File: src/rtl/pio_pkg.sv
package pio_pkg;
  localparam int DW    = 8;
  localparam int HW    = DW / 2;
  localparam int IDX_W = $clog2(DW);

  typedef enum logic [1:0] {
    SEL_A    = 2'b00,
    SEL_B    = 2'b01,
    SEL_C    = 2'b10,
    SEL_CTRL = 2'b11
  } sel_e;

  localparam logic [DW-1:0] CTRL_RESET = 8'h9B;

  // control word bit positions
  localparam int B_MODE   = 7;
  localparam int B_DIR_A  = 4;
  localparam int B_DIR_CH = 3;
  localparam int B_DIR_B  = 1;
  localparam int B_DIR_CL = 0;

  typedef struct packed {
    logic a_in;
    logic b_in;
    logic ch_in;
    logic cl_in;
  } dir_t;
endpackage

File: src/rtl/pio_bus_decode.sv
module pio_bus_decode
  import pio_pkg::*;
(
  input  logic       cs_n,
  input  logic       rd_n,
  input  logic       wr_n,
  input  logic [1:0] sel,
  output logic [3:0] wr_hit,
  output logic       rd_act
);
  logic wr_act;

  always_comb begin
    wr_act = !cs_n && !wr_n;
    rd_act = !cs_n && !rd_n;
    wr_hit = '0;
    if (wr_act) wr_hit[sel] = 1'b1;
  end
endmodule

File: src/rtl/pio_ctrl_reg.sv
module pio_ctrl_reg
  import pio_pkg::*;
(
  input  logic             clk,
  input  logic             rst,
  input  logic             wr_ctrl,
  input  logic [DW-1:0]    din,
  output logic [DW-1:0]    ctrl_q,
  output dir_t             dir,
  output logic             mode_load,
  output logic             bsr_load,
  output logic [IDX_W-1:0] bsr_idx,
  output logic             bsr_val
);
  always_comb begin
    mode_load = wr_ctrl && din[B_MODE];
    bsr_load  = wr_ctrl && !din[B_MODE];
    bsr_idx   = din[IDX_W:1];
    bsr_val   = din[0];
  end

  always_ff @(posedge clk) begin
    if (rst)            ctrl_q <= CTRL_RESET;
    else if (mode_load) ctrl_q <= din;
  end

  always_comb begin
    dir.a_in  = ctrl_q[B_DIR_A];
    dir.b_in  = ctrl_q[B_DIR_B];
    dir.ch_in = ctrl_q[B_DIR_CH];
    dir.cl_in = ctrl_q[B_DIR_CL];
  end
endmodule

File: src/rtl/pio_port.sv
module pio_port #(
  parameter int W        = 8,
  parameter bit IN_LATCH = 1'b1
) (
  input  logic         clk,
  input  logic         rst,
  input  logic         clear,
  input  logic         wr,
  input  logic [W-1:0] din,
  input  logic         is_input,
  input  logic [W-1:0] pins,
  output logic [W-1:0] out_q,
  output logic         oe,
  output logic [W-1:0] rd_val
);
  logic [W-1:0] in_q;

  always_ff @(posedge clk) begin
    if (rst || clear) out_q <= '0;
    else if (wr)      out_q <= din;
  end

  generate
    if (IN_LATCH) begin : g_in_reg
      always_ff @(posedge clk) begin
        if (rst) in_q <= '0;
        else     in_q <= pins;
      end
    end else begin : g_in_pass
      assign in_q = pins;
    end
  endgenerate

  assign oe     = !is_input;
  assign rd_val = is_input ? in_q : out_q;
endmodule

File: src/rtl/pio_portc_half.sv
module pio_portc_half
  import pio_pkg::*;
#(
  parameter int W  = HW,
  parameter bit HI = 1'b0
) (
  input  logic             clk,
  input  logic             rst,
  input  logic             clear,
  input  logic             wr,
  input  logic [W-1:0]     din,
  input  logic             bsr_load,
  input  logic [IDX_W-1:0] bsr_idx,
  input  logic             bsr_val,
  input  logic             is_input,
  input  logic [W-1:0]     pins,
  output logic [W-1:0]     out_q,
  output logic [W-1:0]     oe,
  output logic [W-1:0]     rd_val
);
  localparam int NB_W = $clog2(W);

  logic            bsr_hit;
  logic [NB_W-1:0] bit_no;

  always_comb begin
    bsr_hit = bsr_load && (bsr_idx[IDX_W-1] == HI);
    bit_no  = bsr_idx[NB_W-1:0];
  end

  always_ff @(posedge clk) begin
    if (rst || clear)  out_q <= '0;
    else if (wr)       out_q <= din;
    else if (bsr_hit)  out_q[bit_no] <= bsr_val;
  end

  assign oe     = {W{!is_input}};
  assign rd_val = is_input ? pins : out_q;
endmodule

File: src/rtl/pio_read_mux.sv
module pio_read_mux
  import pio_pkg::*;
(
  input  logic          rd_act,
  input  logic [1:0]    sel,
  input  logic [DW-1:0] rd_a,
  input  logic [DW-1:0] rd_b,
  input  logic [DW-1:0] rd_c,
  input  logic [DW-1:0] ctrl,
  output logic [DW-1:0] dout,
  output logic          oe
);
  always_comb begin
    dout = '0;
    oe   = rd_act;
    if (rd_act) begin
      case (sel)
        SEL_A:   dout = rd_a;
        SEL_B:   dout = rd_b;
        SEL_C:   dout = rd_c;
        default: dout = ctrl;
      endcase
    end
  end
endmodule

File: src/rtl/tri_port_pio.sv
module tri_port_pio
  import pio_pkg::*;
(
  input  logic          clk,
  input  logic          rst,
  input  logic          cs_n,
  input  logic          rd_n,
  input  logic          wr_n,
  input  logic [1:0]    sel,
  input  logic [DW-1:0] bus_din,
  output logic [DW-1:0] bus_dout,
  output logic          bus_oe,
  input  logic [DW-1:0] pa_in,
  output logic [DW-1:0] pa_out,
  output logic          pa_oe,
  input  logic [DW-1:0] pb_in,
  output logic [DW-1:0] pb_out,
  output logic          pb_oe,
  input  logic [DW-1:0] pc_in,
  output logic [DW-1:0] pc_out,
  output logic [DW-1:0] pc_oe
);
  logic [3:0]       wr_hit;
  logic             rd_act;
  logic [DW-1:0]    ctrl_q;
  dir_t             dir;
  logic             mode_load, bsr_load, bsr_val;
  logic [IDX_W-1:0] bsr_idx;
  logic [DW-1:0]    rd_a, rd_b, rd_c;

  pio_bus_decode u_dec (
    .cs_n(cs_n), .rd_n(rd_n), .wr_n(wr_n), .sel(sel),
    .wr_hit(wr_hit), .rd_act(rd_act)
  );

  pio_ctrl_reg u_ctrl (
    .clk(clk), .rst(rst), .wr_ctrl(wr_hit[SEL_CTRL]), .din(bus_din),
    .ctrl_q(ctrl_q), .dir(dir), .mode_load(mode_load), .bsr_load(bsr_load),
    .bsr_idx(bsr_idx), .bsr_val(bsr_val)
  );

  pio_port #(.W(DW), .IN_LATCH(1'b1)) u_pa (
    .clk(clk), .rst(rst), .clear(mode_load), .wr(wr_hit[SEL_A]), .din(bus_din),
    .is_input(dir.a_in), .pins(pa_in), .out_q(pa_out), .oe(pa_oe), .rd_val(rd_a)
  );

  pio_port #(.W(DW), .IN_LATCH(1'b1)) u_pb (
    .clk(clk), .rst(rst), .clear(mode_load), .wr(wr_hit[SEL_B]), .din(bus_din),
    .is_input(dir.b_in), .pins(pb_in), .out_q(pb_out), .oe(pb_oe), .rd_val(rd_b)
  );

  generate
    for (genvar h = 0; h < 2; h++) begin : g_pc
      logic half_in;
      assign half_in = (h == 1) ? dir.ch_in : dir.cl_in;
      pio_portc_half #(.W(HW), .HI(h == 1)) u_half (
        .clk(clk), .rst(rst), .clear(mode_load), .wr(wr_hit[SEL_C]),
        .din(bus_din[h*HW +: HW]), .bsr_load(bsr_load), .bsr_idx(bsr_idx),
        .bsr_val(bsr_val), .is_input(half_in), .pins(pc_in[h*HW +: HW]),
        .out_q(pc_out[h*HW +: HW]), .oe(pc_oe[h*HW +: HW]),
        .rd_val(rd_c[h*HW +: HW])
      );
    end
  endgenerate

  pio_read_mux u_rmux (
    .rd_act(rd_act), .sel(sel), .rd_a(rd_a), .rd_b(rd_b), .rd_c(rd_c),
    .ctrl(ctrl_q), .dout(bus_dout), .oe(bus_oe)
  );
endmodule

File: config.mk
export PLATFORM = sky130hd
export DESIGN_NAME = tri_port_pio
export DESIGN_NICKNAME = d
export VERILOG_FILES = /design/src/rtl/pio_pkg.sv /design/src/rtl/pio_bus_decode.sv /design/src/rtl/pio_ctrl_reg.sv /design/src/rtl/pio_port.sv /design/src/rtl/pio_portc_half.sv /design/src/rtl/pio_read_mux.sv /design/src/rtl/tri_port_pio.sv
export SDC_FILE = /design/constraint.sdc
export NUM_CORES = 1
export LEC_CHECK = 0
export BUFFER_PORTS_ARGS = -buffer_cell sky130_fd_sc_hd__buf_2
export CAP_MARGIN = 40
export CELL_PAD_IN_SITES_DETAIL_PLACEMENT = 0
export CELL_PAD_IN_SITES_GLOBAL_PLACEMENT = 1
export CORE_MARGIN = 1
export CORE_UTILIZATION = 43
export CTS_BUF_LIST = sky130_fd_sc_hd__clkbuf_8
export DETAILED_ROUTE_END_ITERATION = 8
export PLACE_DENSITY_LB_ADDON = 0.15
export SLEW_MARGIN = 10
export SYNTH_ARGS = -nofsm -noshare
export SYNTH_HDL_FRONTEND = slang
export SYNTH_HIERARCHICAL = 1
export SYNTH_SLANG_ARGS = --single-unit
export TNS_END_PERCENT = 10
File: constraint.sdc
create_clock -name clk -period 2.6 [get_ports clk]
set_input_delay 0.52 -clock clk [delete_from_list [all_inputs] [get_ports clk]]
set_output_delay 0.52 -clock clk [all_outputs]
set_load 0.005 [all_outputs]
==> flow_metrics.py <==
metrics = {
    "critical_path": {
        "worstSetupPathType": "register to primary output",
        "reg2reg_setup_slack_ps": 1680,
        "slowest_stage": "dfxtp_1",
        "cp-end-kind": "primary output",
        "r2r-end": "u_ctrl/ctrl_q[1]$_SDFFE_PP1P_",
        "path_cells": "mux2_2 -> mux2i_1 -> o22ai_1 -> buf_2",
        "r2r_start": "u_ctrl/ctrl_q[1]$_SDFFE_PP1P_",
        "r2r_cells": 1,
        "arrival_ps": 1830,
        "slowest_delay_ps": 670,
        "critPathLaunchType": "register",
        "path_max_fanout": 11,
        "required_ps": 2080,
    },
    "sta": {
        "setup_violations": 0,
        "post-route-period-util": 0.906,
        "drv_slew": 0,
        "finalClockSkew_ps": 0,
        "rsz0062_at_grt": "no",
        "min_period_ps": 2350,
        "max_freq_mhz": 425,
        "tns_ps": 0,
        "hold_viol_final": 0,
        "worst_pin_slew_ps": 538,
        "slew_headroom": 0.641,
    },
    "global_route": {
        "grt_pass1_vias": 1784,
        "grt_max_degree": 29,
        "overflow": 0,
        "grt.total_usage": 0.195,
        "grt_pass1_wl_um": 9240,
        "antenna_found_initial": 0,
    },
    "logic_synthesis": {
        "netlist_instances": 243,
        "ys_types": 36,
        "synth_area_leaders": "dfxtp_1, mux2i_1, mux2_2",
        "synth-seq-area-share": 0.379,
        "avgSynthCellArea_um2": 10.4,
        "syn_nets": 282,
        "yosys.area.top_type": "dfxtp_1",
        "yosys_warnings": 6,
        "syn-cell-area_um2": 2540,
        "synth_top_area_share": 0.379,
        "ys_seq_elements": 48,
    },
    "power_and_ir_drop": {
        "p_sw_mw": 0.373,
        "power.total_mw": 1.52,
        "p_comb_frac": 0.129,
        "switching_share": 0.245,
        "ir_drop_mv": 0.240,
        "pwr-share-clk": 0.362,
        "p_leak_nw": 1.41,
        "internal_power_mw": 1.15,
        "seq_power_share": 0.509,
        "pwr_density_cell_nw_per_um2": 510,
    },
    "cts": {
        "clockBufferDepth": 2,
        "cts_buffers": 5,
        "ctsResizeCount": 0,
        "path_clk_slew_ps": 90,
        "root_buffer": "clkbuf_8",
        "insertion_delay_ps": 300,
        "cts_setup_buffers": 0,
        "cts_sinks": 48,
        "cts_tree": "yes",
        "cts_hold_buf": 0,
        "htree_levels": 2,
    },
    "die": {
        "rows": 27,
        "core-area_um2": 5610,
        "initial_core_util": 0.453,
        "die_h_um": 78.8,
        "die_w_um": 78.8,
        "io_pins": 82,
        "die_area_um2": 6210,
    },
    "cells_and_area": {
        "antenna_cells": 0,
        "layout_common_cells": "buf_2, dfxtp_1, mux2i_1, mux2_2",
        "nets": 347,
        "multiInputGateArea_um2": 1350,
        "post_route_cells_drive_above_1_share": 0.508,
        "layout-area-overhead-vs-synth_pct": 17.4,
        "layout.area.seq_um2": 961,
        "final_common_cell": "buf_2",
        "fillCellCount": 556,
        "final_cell_area_um2": 2980,
    },
    "place": {
        "numPortBuffers": 81,
        "placed_area_um2": 2870,
        "dp_hpwl_um": 4300,
        "gp_congestion": 0.689,
    },
    "run": {
        "cap_violations": 0,
    },
    "route": {
        "viasPerCell": 5.10,
        "drc": 0,
        "drt-pass1-iter-count": 4,
        "drt-initial-drc-count": 86,
        "routedWlPerCell_um": 15.1,
        "vias": 1945,
        "ant_nets": 0,
        "wl_um": 5760,
    },
    "min_path": {
        "hp-class": "primary input to register",
        "holdPathEnd": "u_pb/in_q[2]$_SDFF_PP0_",
        "min_from": "pb_in[2]",
        "hold_path_depth": 2,
    },
    "run_status": {
        "status": "finished, final reports clean",
    },
}
-- cells in the mapped netlist --
master	count
buf_4	15
nor2_2	16
nor4_1	1
buf_6	4
and3_1	3
nor4b_1	2
dfxtp_1	48
mux2i_1	36
a21oi_1	7
clkbuf_1	1
a211o_1	4
nand2b_1	1
buf_1	1
nand4_1	1
and4b_1	1
or3_1	1
and4bb_1	3
buf_2	5
nor3_1	4
nor2_1	5
o22ai_1	8
nor2b_1	1
and2b_2	16
or2_1	2
a211oi_1	4
nand4b_1	2
a21bo_2	3
mux2_2	24
and3_2	1
nand3_1	3
o21ai_0	8
nand2_1	2
and4bb_2	1
inv_1	7
buf_12	1
nor4b_4	1
-- state kept, by name, indices dropped and copies added, names as in the netlist --
signal,cells
u_pa/in_q,8
u_pb/in_q,8
u_ctrl/ctrl_q,8
u_pb/out_q,8
g_pc.u_half/out_q,8
u_pa/out_q,8
-- stage by stage --
step | hold slack (ps) | setup WS, ps | utilization | std cells
after detailed placement | 435 | 355 | 0.511 | 373
final | 431 | 245 | 0.532 | 381
after CTS | 423 | 213 | 0.532 | 381
after global routing | 419 | 126 | 0.532 | 381
after global placement | 427 | 370 | 0.511 | 373
after floorplan | 415 | 700 | - | 243
-- per-layer routing --
metal  up-vias  routed length (um)  global-route usage
li1        984                   -                   -
met5         -                   0                   0
met4         0                  68              0.0618
met2        61                2660               0.315
met3         7                 323              0.0391
met1       893                2700               0.262
-- cells by family after synthesis --
group / synth area share
AND/OR/NAND/NOR: 0.193
AO/OA/AOI/OAI: 0.0867
flip-flops: 0.379
buffers and inverters: 0.0931
multiplexers: 0.248
-- critical path: cells and delay by family, from the launching register on --
kind / cells / cell delay [ps]
flip-flops: 1 / 670
multiplexers: 2 / 590
AO/OA/AOI/OAI: 1 / 120
buffers and inverters: 1 / 150
-- worst max-delay path by stage --
stage	from	to	slack (ps)	cells past startpoint
global placement	sel[0]	g_pc[1].u_half/out_q[0]$_SDFFE_PP0P_	370	6
global route	u_ctrl/ctrl_q[4]$_SDFFE_PP1P_	bus_dout[3]	130	4
floorplan	sel[0]	g_pc[1].u_half/out_q[2]$_SDFFE_PP0P_	700	4
finish	u_ctrl/ctrl_q[1]$_SDFFE_PP1P_	bus_dout[3]	250	4
detailed placement	sel[0]	g_pc[1].u_half/out_q[0]$_SDFFE_PP0P_	350	6
CTS	u_ctrl/ctrl_q[1]$_SDFFE_PP1P_	bus_dout[7]	210	4
-- power groups by stage --
stage	combinational, mW	clock, mW	sequential, mW
after floorplan	0.135	0	0.786
after global placement	0.197	0	0.791
after detailed placement	0.198	0	0.792
after CTS	0.198	0.572	0.775
after global routing	0.218	0.607	0.778
final	0.196	0.551	0.774
-- layout make-up --
class	instances	share of cell area
Sequential cell	48	0.322
Clock buffer	5	0.0231
Clock inverter	3	0.0155
Inverter	7	0.00881
Tap cell	72	0.0302
Timing Repair Buffer	85	0.146
Multi-Input combinational cell	161	0.454
(Power assumes the default switching activity.)
